===== config.mk =====
export PLATFORM = sky130hd
export DESIGN_NAME = msi_pq_engine
export DESIGN_NICKNAME = d
export VERILOG_FILES = /design/src/rtl/msi_pq_pkg.sv /design/src/rtl/msi_ive_locator.sv /design/src/rtl/msi_ive_decode.sv /design/src/rtl/msi_pq_policy.sv /design/src/rtl/msi_pq_engine.sv
export SDC_FILE = /design/constraint.sdc
export NUM_CORES = 1
export LEC_CHECK = 0
export ABC_AREA = 1
export BUFFER_PORTS_ARGS = -buffer_cell sky130_fd_sc_hd__buf_2
export CAP_MARGIN = 25
export CELL_PAD_IN_SITES_DETAIL_PLACEMENT = 1
export CELL_PAD_IN_SITES_GLOBAL_PLACEMENT = 1
export CORE_MARGIN = 3
export CORE_UTILIZATION = 31
export DETAILED_ROUTE_END_ITERATION = 10
export HOLD_SLACK_MARGIN = 0.12
export PLACE_DENSITY_LB_ADDON = 0.1
export SETUP_SLACK_MARGIN = 0.05
export SLEW_MARGIN = 20
export SYNTH_ARGS = -nofsm -noshare
export SYNTH_HDL_FRONTEND = slang
export SYNTH_SLANG_ARGS = --single-unit

===== constraint.sdc =====
create_clock -name clk -period 2.5 [get_ports clk]
set_input_delay 0.375 -clock clk [delete_from_list [all_inputs] [get_ports clk]]
set_output_delay 0.375 -clock clk [all_outputs]
set_load 0.05 [all_outputs]

===== src/rtl/msi_pq_pkg.sv =====
package msi_pq_pkg;

  localparam int ENT_W      = 64;
  localparam int SRV_RAW_HI = 63;
  localparam int SRV_RAW_LO = 48;
  localparam int PRIO_HI    = 47;
  localparam int PRIO_LO    = 40;
  localparam int GEN_BIT    = 25;
  localparam int P_BIT      = 24;
  localparam int Q_BIT      = 16;
  localparam int SRV_OUT_W  = (SRV_RAW_HI - SRV_RAW_LO + 1) - 2;
  localparam int PRIO_W     = PRIO_HI - PRIO_LO + 1;
  localparam logic [PRIO_W-1:0] PRIO_MASKED = '1;

  typedef enum logic [2:0] {
    ST_IDLE,
    ST_RD_REQ,
    ST_RD_WAIT,
    ST_WRITE,
    ST_IRQ
  } eng_state_e;

  typedef enum logic [1:0] {
    ACT_DROP,
    ACT_SET_Q,
    ACT_SEND
  } pq_act_e;

  typedef struct packed {
    logic [SRV_OUT_W-1:0] server;
    logic [PRIO_W-1:0]    prio;
    logic                 gen;
    logic                 p;
    logic                 q;
  } vec_fields_t;

endpackage


===== src/rtl/msi_ive_locator.sv =====
module msi_ive_locator #(
  parameter int SRC_W  = 6,
  parameter int ADDR_W = 32
) (
  input  logic              tbl_en,
  input  logic              big_entry,
  input  logic [ADDR_W-1:0] tbl_base,
  input  logic [SRC_W:0]    tbl_len,
  input  logic [SRC_W-1:0]  src,
  output logic              src_ok,
  output logic [ADDR_W-1:0] ent_addr
);

  localparam int SHIFT_BIG   = 7;
  localparam int SHIFT_SMALL = 4;

  logic [ADDR_W-1:0] src_wide;

  assign src_wide = ADDR_W'(src);
  assign src_ok   = tbl_en && ({1'b0, src} < tbl_len);
  assign ent_addr = tbl_base + (big_entry ? (src_wide << SHIFT_BIG)
                                          : (src_wide << SHIFT_SMALL));

endmodule


===== src/rtl/msi_ive_decode.sv =====
module msi_ive_decode
  import msi_pq_pkg::*;
(
  input  logic [ENT_W-1:0] bus_data,
  output vec_fields_t      fields
);

  logic [ENT_W-1:0] ent_val;

  for (genvar k = 0; k < ENT_W/8; k++) begin : g_swap
    assign ent_val[ENT_W-1-8*k -: 8] = bus_data[8*k +: 8];
  end

  logic [SRV_RAW_HI-SRV_RAW_LO:0] srv_raw;
  assign srv_raw = ent_val[SRV_RAW_HI:SRV_RAW_LO];

  always_comb begin
    fields.server = srv_raw[SRV_RAW_HI-SRV_RAW_LO:2];
    fields.prio   = ent_val[PRIO_HI:PRIO_LO];
    fields.gen    = ent_val[GEN_BIT];
    fields.p      = ent_val[P_BIT];
    fields.q      = ent_val[Q_BIT];
  end

endmodule


===== src/rtl/msi_pq_policy.sv =====
module msi_pq_policy
  import msi_pq_pkg::*;
(
  input  logic              p,
  input  logic              q,
  input  logic              force_pq,
  input  logic [PRIO_W-1:0] prio,
  output pq_act_e           act
);

  logic [1:0] pq_eff;

  assign pq_eff = force_pq ? 2'b00 : {p, q};

  always_comb begin
    unique case (pq_eff)
      2'b00:   act = (prio == PRIO_MASKED) ? ACT_SET_Q : ACT_SEND;
      2'b10:   act = ACT_SET_Q;
      default: act = ACT_DROP;
    endcase
  end

  always_comb begin
    if (!force_pq && q) begin
      AST_Q_DROPS: assert (act == ACT_DROP);
    end
    if (force_pq && prio != PRIO_MASKED) begin
      AST_FORCE_SENDS: assert (act == ACT_SEND);
    end
    if ((force_pq || (!p && !q)) && prio == PRIO_MASKED) begin
      AST_MASK_NO_SEND: assert (act == ACT_SET_Q);
    end
  end

endmodule


===== src/rtl/msi_pq_engine.sv =====
module msi_pq_engine
  import msi_pq_pkg::*;
#(
  parameter int SRC_W  = 6,
  parameter int ADDR_W = 32,
  parameter int IRQ_W  = 16
) (
  input  logic                 clk,
  input  logic                 rst_n,
  input  logic                 cfg_tbl_en,
  input  logic                 cfg_big_entry,
  input  logic [ADDR_W-1:0]    cfg_tbl_base,
  input  logic [SRC_W:0]       cfg_tbl_len,
  input  logic [IRQ_W-1:0]     cfg_irq_offset,
  input  logic                 trig_valid,
  output logic                 trig_ready,
  input  logic [SRC_W-1:0]     trig_src,
  input  logic                 trig_force,
  output logic                 rd_req_valid,
  input  logic                 rd_req_ready,
  output logic [ADDR_W-1:0]    rd_req_addr,
  input  logic                 rd_rsp_valid,
  input  logic [ENT_W-1:0]     rd_rsp_data,
  input  logic                 rd_rsp_err,
  output logic                 wr_valid,
  input  logic                 wr_ready,
  output logic [ADDR_W-1:0]    wr_addr,
  output logic [7:0]           wr_byte,
  output logic                 irq_valid,
  input  logic                 irq_ready,
  output logic [SRV_OUT_W-1:0] irq_server,
  output logic [PRIO_W-1:0]    irq_prio,
  output logic [IRQ_W-1:0]     irq_num
);

  localparam logic [ADDR_W-1:0] P_BYTE_OFS = ADDR_W'(4);
  localparam logic [ADDR_W-1:0] Q_BYTE_OFS = ADDR_W'(5);
  localparam logic [7:0]        Q_BYTE_VAL = 8'h01;

  eng_state_e          state_q;
  logic [SRC_W-1:0]    src_q;
  logic                force_q;
  logic [ADDR_W-1:0]   addr_q;
  pq_act_e             act_q;
  logic [SRV_OUT_W-1:0] server_q;
  logic [PRIO_W-1:0]   prio_q;
  logic                gen_q;

  logic                src_ok;
  logic [ADDR_W-1:0]   ent_addr;
  vec_fields_t         fields;
  pq_act_e             act_d;

  msi_ive_locator #(
    .SRC_W  (SRC_W),
    .ADDR_W (ADDR_W)
  ) u_locator (
    .tbl_en    (cfg_tbl_en),
    .big_entry (cfg_big_entry),
    .tbl_base  (cfg_tbl_base),
    .tbl_len   (cfg_tbl_len),
    .src       (trig_src),
    .src_ok    (src_ok),
    .ent_addr  (ent_addr)
  );

  msi_ive_decode u_decode (
    .bus_data (rd_rsp_data),
    .fields   (fields)
  );

  msi_pq_policy u_policy (
    .p        (fields.p),
    .q        (fields.q),
    .force_pq (force_q),
    .prio     (fields.prio),
    .act      (act_d)
  );

  always_ff @(posedge clk) begin
    if (!rst_n) begin
      state_q  <= ST_IDLE;
      src_q    <= '0;
      force_q  <= 1'b0;
      addr_q   <= '0;
      act_q    <= ACT_DROP;
      server_q <= '0;
      prio_q   <= '0;
      gen_q    <= 1'b0;
    end else begin
      unique case (state_q)
        ST_IDLE: begin
          if (trig_valid) begin
            src_q   <= trig_src;
            force_q <= trig_force;
            addr_q  <= ent_addr;
            if (src_ok) begin
              state_q <= ST_RD_REQ;
            end
          end
        end
        ST_RD_REQ: begin
          if (rd_req_ready) begin
            state_q <= ST_RD_WAIT;
          end
        end
        ST_RD_WAIT: begin
          if (rd_rsp_valid) begin
            server_q <= fields.server;
            prio_q   <= fields.prio;
            gen_q    <= fields.gen;
            act_q    <= act_d;
            if (rd_rsp_err || act_d == ACT_DROP) begin
              state_q <= ST_IDLE;
            end else begin
              state_q <= ST_WRITE;
            end
          end
        end
        ST_WRITE: begin
          if (wr_ready) begin
            state_q <= (act_q == ACT_SEND) ? ST_IRQ : ST_IDLE;
          end
        end
        ST_IRQ: begin
          if (irq_ready) begin
            state_q <= ST_IDLE;
          end
        end
        default: state_q <= ST_IDLE;
      endcase
    end
  end

  assign trig_ready   = (state_q == ST_IDLE);
  assign rd_req_valid = (state_q == ST_RD_REQ);
  assign rd_req_addr  = addr_q;
  assign wr_valid     = (state_q == ST_WRITE);
  assign wr_addr      = addr_q + ((act_q == ACT_SEND) ? P_BYTE_OFS : Q_BYTE_OFS);
  assign wr_byte      = (act_q == ACT_SEND) ? {6'b0, gen_q, 1'b1} : Q_BYTE_VAL;
  assign irq_valid    = (state_q == ST_IRQ);
  assign irq_server   = server_q;
  assign irq_prio     = prio_q;
  assign irq_num      = IRQ_W'(src_q) + cfg_irq_offset;

  AST_RD_HOLD: assert property (@(posedge clk) disable iff (!rst_n)
    rd_req_valid && !rd_req_ready |=> rd_req_valid && $stable(rd_req_addr));

  AST_WR_HOLD: assert property (@(posedge clk) disable iff (!rst_n)
    wr_valid && !wr_ready |=> wr_valid && $stable(wr_addr) && $stable(wr_byte));

  AST_IRQ_HOLD: assert property (@(posedge clk) disable iff (!rst_n)
    irq_valid && !irq_ready |=> irq_valid && $stable(irq_server) && $stable(irq_prio));

  AST_IRQ_AFTER_P: assert property (@(posedge clk) disable iff (!rst_n)
    $rose(irq_valid) |-> $past(wr_valid && wr_ready));

  AST_OOR_DISCARD: assert property (@(posedge clk) disable iff (!rst_n)
    trig_valid && trig_ready && !src_ok |=> trig_ready && !rd_req_valid);

  AST_ERR_NO_WRITE: assert property (@(posedge clk) disable iff (!rst_n)
    rd_rsp_valid && rd_rsp_err && !trig_ready && !rd_req_valid && !wr_valid && !irq_valid
    |=> !wr_valid && !irq_valid);

  AST_SINGLE_PHASE: assert property (@(posedge clk) disable iff (!rst_n)
    $onehot0({trig_ready, rd_req_valid, wr_valid, irq_valid}));

endmodule


==> Word level (Yosys, flattened, before mapping) <==
Index checks and enable logic that the tools add are counted.
{ "totals": {"output_inout_bits": 114, "ff_bits": 67, "word_cells": 48, "inputBits": 136} }
{ "classes": {"eq_ne": 13, "n_addsub": 3, "n_lt_le_gt_ge": 1, "muxes": 15, "n_reduce_logical": 8} }
{ "op_table": {"columns": ["operator", "n"], "rows": [
  ["adder 32 x 13 -> 32 bit", 1],
  ["adder 32 x 3 -> 32 bit", 1],
  ["two-way mux 3 bit", 7],
  ["adder 6 x 16 -> 16 bit", 1],
  ["case mux 3 bit (5 select lines)", 1],
  ["two-way mux 13 bit", 1],
  ["equality test 8 bit, second input constant", 1],
  ["two-way mux 2 bit", 4],
  ["!= test 2 x 1 -> 1 bit, second input constant", 4],
  ["less-than comparator 6 x 7 -> 1 bit", 1],
  ["equality test 3 x 2 -> 1 bit, second input constant", 2],
  ["AND reduction 6 bit", 1],
  ["equality test 2 bit, second input constant", 2],
  ["zero test 2 bit", 2],
  ["!= test 2 bit, second input constant", 2],
  ["case mux 2 bit (2 select lines)", 1],
  ["AND reduction 2 bit", 2],
  ["equality test 3 x 1 -> 1 bit, second input constant", 1],
  ["equality test 3 bit, second input constant", 1],
  ["zero test 3 bit", 1],
  ["logical AND 1 bit", 1],
  ["logical OR 1 bit", 1],
  ["two-way mux 1 bit", 1]
]} }

==> Longest topological paths before layout <==
Gate-level depths: netlist of run 1.
{ "depth": {"depth_word": 8, "mapped_depth": 16, "mapped_depth_nobuf": 16} }

==> Hierarchy <==
Synthesis of run 1 repeated with hierarchy kept, for this count alone.
{ "unflattened": {"hier_cells": 985, "hier_area_um2": 5894.4} }
{ "modules_own_cells": {"columns": ["mod", "seq_area_each_um2", "cells_each", "area_each_um2", "n_inst"], "rows": [
  ["msi_pq_engine", 1341.3, 620, 3992.6, 1],
  ["msi_ive_locator", 0.0, 327, 1651.6, 1],
  ["msi_ive_decode", 0.0, 25, 187.7, 1],
  ["msi_pq_policy", 0.0, 13, 62.6, 1]
]} }

==> Worst setup path after synthesis of run 1 <==
No wires, ideal clock.
{ "synth_path": {"path_type": "register -> output", "from": "register addr_q[0], in the netlist rd_req_addr[0]", "to": "output wr_addr[28]", "path_stages_with_launch": 7, "required_ns": 2.125, "n_path_buf": 0, "arrival_time_ns": 2.411, "path_slack_ns": -0.286, "cell_sequence": "dfxtp_1 ha_1 ha_1 o21ai_0 nor4_2 nand2_1 xor2_1"} }
{ "synth_between": {"elab_chain_len": 1} }
{ "synth_lines": {"columns": ["item", "line_no", "text"], "rows": [
  ["start, declared", "msi_pq_engine.sv:43", "logic [ADDR_W-1:0] addr_q;"],
  ["start signal, assigned", "msi_pq_engine.sv:96", "addr_q <= ent_addr;"],
  ["adder 32 x 3 -> 32 bit", "msi_pq_engine.sv:139", "assign wr_addr = addr_q + ((act_q == ACT_SEND) ? P_BYTE_OFS : Q_BYTE_OFS);"],
  ["end, declared", "msi_pq_engine.sv:27", "output logic [ADDR_W-1:0] wr_addr,"]
]} }
No other way between the ends.

==> Worst setup path after layout of run 1 <==
{ "layout_path": {"from": "register act_q[0]", "to": "output wr_addr[24]"} }
{ "layout_between": {"elab_chain_len": 3} }
{ "layout_lines": {"columns": ["item", "line_no", "text"], "rows": [
  ["start, declared", "msi_pq_engine.sv:44", "pq_act_e act_q;"],
  ["start signal, assigned", "msi_pq_engine.sv:112", "act_q <= act_d;"],
  ["equality test 2 bit", "msi_pq_engine.sv:139", null],
  ["two-way mux 1 bit", "msi_pq_engine.sv:139", null],
  ["adder 32 x 3 -> 32 bit", "msi_pq_engine.sv:139", null]
]} }
No other way between the ends.

==> results_dict.tcl, run 1 <==
set metrics [dict create \
    powerDensity_nw_per_um2 942 \
    max-vdd-ir-drop_v 0.000660 \
    final_max_slew_viol_count 0 \
    cp.arrival_ns 2.09 \
    p_total_mw 7.34 \
    drt-initial-drc-count 178 \
    die_area_sq_um 18700 \
    vias 6248 \
    finalSetupViolCount 0 \
    h-tree-depth 3 \
    gp_congestion 0.854 \
    drc_errors 0 \
    hpwl_um 16300 \
    min_period_ns 2.47 \
    worst_pin_slew_ns 0.726 \
    cts_root_buf "clkbuf_16" \
    ys_top_cells_by_area "dfxtp_1 (25%), nand2_1 (16%), inv_1 (9.9%)" \
    syn2layout_area_growth_pct 46.7 \
    core_sq_um 16700 \
    rsz0062_at_grt "yes" \
    synthFlopType "dfxtp_1" \
    wire_per_inst_um 15.3 \
    grt-ovfl-total 0 \
    synth.most_common_cell "nand2_1" \
    die_y_um 137 \
    clk_latency_ns 0.34 \
    synth.largest_area_cell "dfxtp_1" \
    slew_headroom 0.513 \
    clkTransAtPathRegs_ns 0.06 \
    finalSetupTns_ns 0 \
    post-route-period-util 0.986 \
    synth_common_cells "nand2_1 (227), inv_1 (140), nor2_1 (109)" \
    synth_cells 878 \
    crit_fanout 5 \
    cts.sinks 67 \
    cts_tree "done" \
    ys_async_sr_fraction 0 \
    total_leakage_power_nw 4.16 \
    yosysTopAreaCellShare 0.252 \
    wl_um 20600 \
    hp-class "in2reg" \
    syn_area_per_cell_sq_um 6.05 \
    n_antenna_cell 0 \
    max_freq_mhz 406 \
    rows 47 \
    cts_buffers 9 \
    grt_start_max_net_pins 42 \
    cap_violations 0 \
    seq_area_frac_synth 0.252 \
    die-width_um 137 \
    ys_types 37 \
    status "complete, no violations" \
    cp-start-kind "flip-flop" \
    drive_gt1_frac 0.324 \
    final_cells 1340 \
    place_inst 1304 \
    grt_usage 0.212 \
    grt_pass1_vias 6337 \
    ys_warn_count 0 \
    final_hold_viol_count 0 \
    worstPathRequired_ns 2.12 \
    critPathKind "reg2out" \
    synth_seq_cells 67 \
    clock-skew-final_ns 0.00668 \
    nets 1275 \
    final_util 0.467 \
    clock_path_buffers 2 \
    io_buffers 203 \
    antenna_found_initial 1 \
    initial_core_util 0.318 \
    synth-edff-count 0 \
    cp-end-kind "primary output" \
    ant_nets 0 \
    dr.pass1.iters 4 \
    via_per_inst 4.66 \
    pin_count 250 \
    synth.cell_area_sq_um 5310 \
    grt_pass1_wl_um 31300 \
]
-- layout by cell type, fill, tap and decap left out, types with 6 or more instances in the layout --
master       n
ha_4         7
buf_4       49
nand2_2     12
clkbuf_16    9
nor3_1       6
nor2_1     100
a21oi_1     45
conb_1       7
ha_1        15
buf_6       22
xor2_1      23
inv_2        7
nand3_1     67
nand2_1    213
nand4_1     21
inv_1      139
o21ai_0     42
dfxtp_2      9
nor2_4       7
xor2_2      19
nor2_2       6
dfxtp_1     56
buf_2      174
-- cells by family (layout without fill, tap and decap cells) --
logic type	count (synthesis)	after routing	share of synthesized area
adder cells (fa/ha/maj)	24	24	0.0593
buffers and inverters	176	413	0.135
AND/OR/NAND/NOR	459	459	0.370
XOR/XNOR	50	50	0.0824
flip-flops	67	67	0.252
other	2	7	0.00141
AO/OA/AOI/OAI	100	100	0.0992
-- registers in the layout (all words and copies together) (netlist names) --
| signal | flops |
|---|---|
| rd_req_addr | 32 |
| irq_server | 14 |
| irq_prio | 8 |
| src_q | 6 |
| state_q | 3 |
| act_q | 2 |
| force_q | 1 |
| gen_q | 1 |
-- area by class of cell --
class,count,area [sq um]
clock inverter,7,76.3
sequential,67,1360
tap,220,275
fill,2245,8910
inverter,148,556
timing repair buffer,249,1520
clock buffer,9,225
multi-input combinational,640,3780
-- final timing paths --
check	slack, ns	endpoint	from	cells after the start
setup / recovery	0.03	wr_addr[24]	act_q[0]$_SDFFE_PN0P_	9
hold / removal	0.25	irq_server[13]$_SDFFE_PN0P_	rd_rsp_data[7]	3
setup reg to reg	0.77	rd_req_addr[18]$_SDFFE_PN0P_	state_q[2]$_SDFFE_PN0P_	8
hold reg to reg	0.49	force_q$_SDFFE_PN0P_	force_q$_SDFFE_PN0P_	2
-- metal layers --
metal  track usage  wire length, um  vias to the layer above
li1              -                -                     3199
met1         0.252             8830                     2899
met2         0.386            10400                      132
met3        0.0533             1040                       16
met4        0.0427              314                        2
met5             0                7                        -
-- stage by stage --
step	cell area (sq um)	hold WS [ns]	worst slack, ns
after floorplan	5510	0.430	-0.0341
after global placement	6840	0.455	0.0433
after detailed placement	6840	0.459	0.0238
after CTS	7480	0.248	-0.00772
after global routing	7790	0.270	-0.0579
final	7790	0.251	0.0343
-- power by group --
group | leakage (nW) | internal (mW) | switching (mW) | total (mW)
sequential | 0.555 | 1.37 | 0.307 | 1.68
combinational | 3.47 | 1.18 | 3.18 | 4.37
clock | 0.142 | 0.777 | 0.520 | 1.30
-- critical path: stages (launching register included) --
cell and delay [ns]:
dfxtp_2 0.33, inv_2 0.08, nand2_4 0.06, ha_4 0.17, ha_4 0.17, o211ai_4 0.34
nor2_4 0.10, nand4_1 0.16, xor2_2 0.15, buf_6 0.17
-- repair_timing --
action | CTS | global route
pin swaps | 18 | 35
hold buffers | 0 | 0
resized for setup | 71 | 64
gates cloned | 0 | 0
buffers inserted | 14 | 7
setup endpoints to repair | 29 | 36
Power figures use the tool's default switching activity.
==> inputs of run 2 (changes only) <==
Settings changed: CORE_ASPECT_RATIO set to 0.75.
==> run 2 against run 1 <==
  * Count of clock-buffer cells in the layout increased by 3
  * Die area is essentially flat
  * Clock skew fell by 0.0014 ns
  * Via count fell by 0.45%
  * Sequential cell count is the same
  * Clock power is 7% higher
  * Fmax up 1.4%
  * Utilization down 0.16 points
  * Sequential share of layout area up 0.22 points
  * Critical path depth did not move
  * Sequential power is essentially flat
==> results_dict.tcl, run 2 (same netlist as run 1, synthesis figures left out) <==
set metrics [dict create \
    syn2layout_area_growth_pct 43.7 \
    drive_gt1_frac 0.308 \
    hpwl_um 16400 \
    cp-end-kind "primary output" \
    powerDensity_nw_per_um2 961 \
    grtUsageMet3 0.0538 \
    clkTransAtPathRegs_ns 0.06 \
    layout_commonest_cell "nand2_1" \
    cts_buffers 9 \
    final_hold_viol_count 0 \
    clock-skew-final_ns 0.00524 \
    rsz0062_at_grt "yes" \
    final_max_slew_viol_count 0 \
    grt_pass1_wl_um 31400 \
    cp_slowest_cell "dfxtp_2" \
    final_cell_mix "nand2_1 (214), buf_2 (177), inv_1 (139), nor2_1 (102), nand3_1 (67)" \
    crit_fanout 5 \
    via_per_inst 4.72 \
    core_sq_um 16400 \
    gp_congestion 0.814 \
    cts.sinks 67 \
    die-width_um 157 \
    n_antenna_cell 0 \
    status "complete, no violations" \
    crit_chain "inv_2 > nand2_2 > ha_4 > ha_4 > o211ai_4 > nor2_4 > nand4_1 > xor2_2 > buf_6" \
    drc_errors 0 \
    worstPathRequired_ns 2.12 \
    finalSetupViolCount 0 \
    grt_pass1_vias 6076 \
    use_met1 0.301 \
    largest_reg_flops 32 \
    slew_headroom 0.526 \
    clock_path_buffers 2 \
    cap_violations 0 \
    vias 6220 \
    total_leakage_power_nw 4.10 \
    rows 40 \
    clk_latency_ns 0.34 \
    worst_pin_slew_ns 0.710 \
    grt-busiest-layer "met2" \
    final_util 0.465 \
    wire_per_inst_um 15.3 \
    grt_usage 0.210 \
    drt-initial-drc-count 205 \
    io_buffers 203 \
    cts_hold_buf 0 \
    initial_core_util 0.324 \
    pin_count 250 \
    cpMostUsedCell "ha_4" \
    nets 1263 \
    cpPeakStageDelay_ns 0.32 \
    h-tree-depth 3 \
    gr-usage-met2 0.323 \
    critPathTopFamily "adder cells" \
    die_y_um 119 \
    critPathKind "reg2out" \
    die_area_sq_um 18800 \
    post-route-period-util 0.973 \
    cts_root_buf "clkbuf_16" \
    grt-ovfl-total 0 \
    cp.arrival_ns 2.06 \
    max_freq_mhz 411 \
    p_total_mw 7.34 \
    hp-class "in2reg" \
    wl_um 20200 \
    grt_start_max_net_pins 42 \
    cts_tree "done" \
    worstPathBufferInverterCount 2 \
    ant_nets 0 \
    min_period_ns 2.43 \
    cp-start-kind "flip-flop" \
    max-vdd-ir-drop_v 0.000524 \
    antenna_found_initial 2 \
    dr.pass1.iters 4 \
    fillers 2237 \
]
## run 2: area by class of cell
cell class                 instances  area [sq um]  area share
timing repair buffer             237          1420       0.185
sequential                        67          1350       0.177
tap                              210           263      0.0344
multi-input combinational        640          3730       0.489
inverter                         148           558      0.0731
clock inverter                     4          73.8     0.00967
clock buffer                      12           246      0.0323
## run 2: path summary, 6_finish.rpt
check,from,end,slack [ns],cells after the start
max,act_q[0]$_SDFFE_PN0P_,wr_addr[24],0.07,9
min,rd_rsp_data[14],irq_server[4]$_SDFFE_PN0P_,0.26,3
max reg2reg,state_q[2]$_SDFFE_PN0P_,rd_req_addr[18]$_SDFFE_PN0P_,0.63,8
min reg2reg,act_q[0]$_SDFFE_PN0P_,act_q[0]$_SDFFE_PN0P_,0.48,2
## run 2: layer usage
metal / vias up / share of wire
met5: - / 0.0010
met4: 4 / 0.0086
met3: 18 / 0.061
met2: 158 / 0.43
met1: 2870 / 0.49
li1: 3170 / -
## run 2: stage by stage
stage / cells / setup TNS, ns / area, sq um / hold slack [ns] / setup WS [ns]
2_1_floorplan: 883 / -0.0341 / 5510 / 0.430 / -0.0341
3_3_place_gp: 1292 / 0 / 6810 / 0.446 / 0.0765
3_5_place_dp: 1292 / 0 / 6810 / 0.464 / 0.0275
4_1_cts: 1314 / 0 / 7400 / 0.250 / 0.00578
5_1_grt: 1318 / -0.175 / 7630 / 0.271 / -0.0579
6_report: 1318 / 0 / 7630 / 0.260 / 0.0674
## run 2: report_power, final
part / internal [mW] / total [mW] / switching [mW]
Sequential: 1.36 / 1.65 / 0.292
Combinational: 1.13 / 4.29 / 3.16
Clock: 0.902 / 1.39 / 0.493
Total: 3.39 / 7.34 / 3.95
## run 2: worst reg2reg max path, cell delays in order, from the launching register on
cell and delay [ns]:
dfxtp_1 0.34, nor2_2 0.16, nand2_1 0.12, inv_2 0.09, nand2_2 0.06, inv_2 0.51, nand3_1 0.34, nand2_1 0.13
inv_1 0.04
## run 2: what timing repair did
item                                    CTS  global route
gates resized for setup                  66            53
buffers inserted                          6             5
pin swaps                                10            20
gates cloned                              0             0
endpoints found under the setup margin   32            34
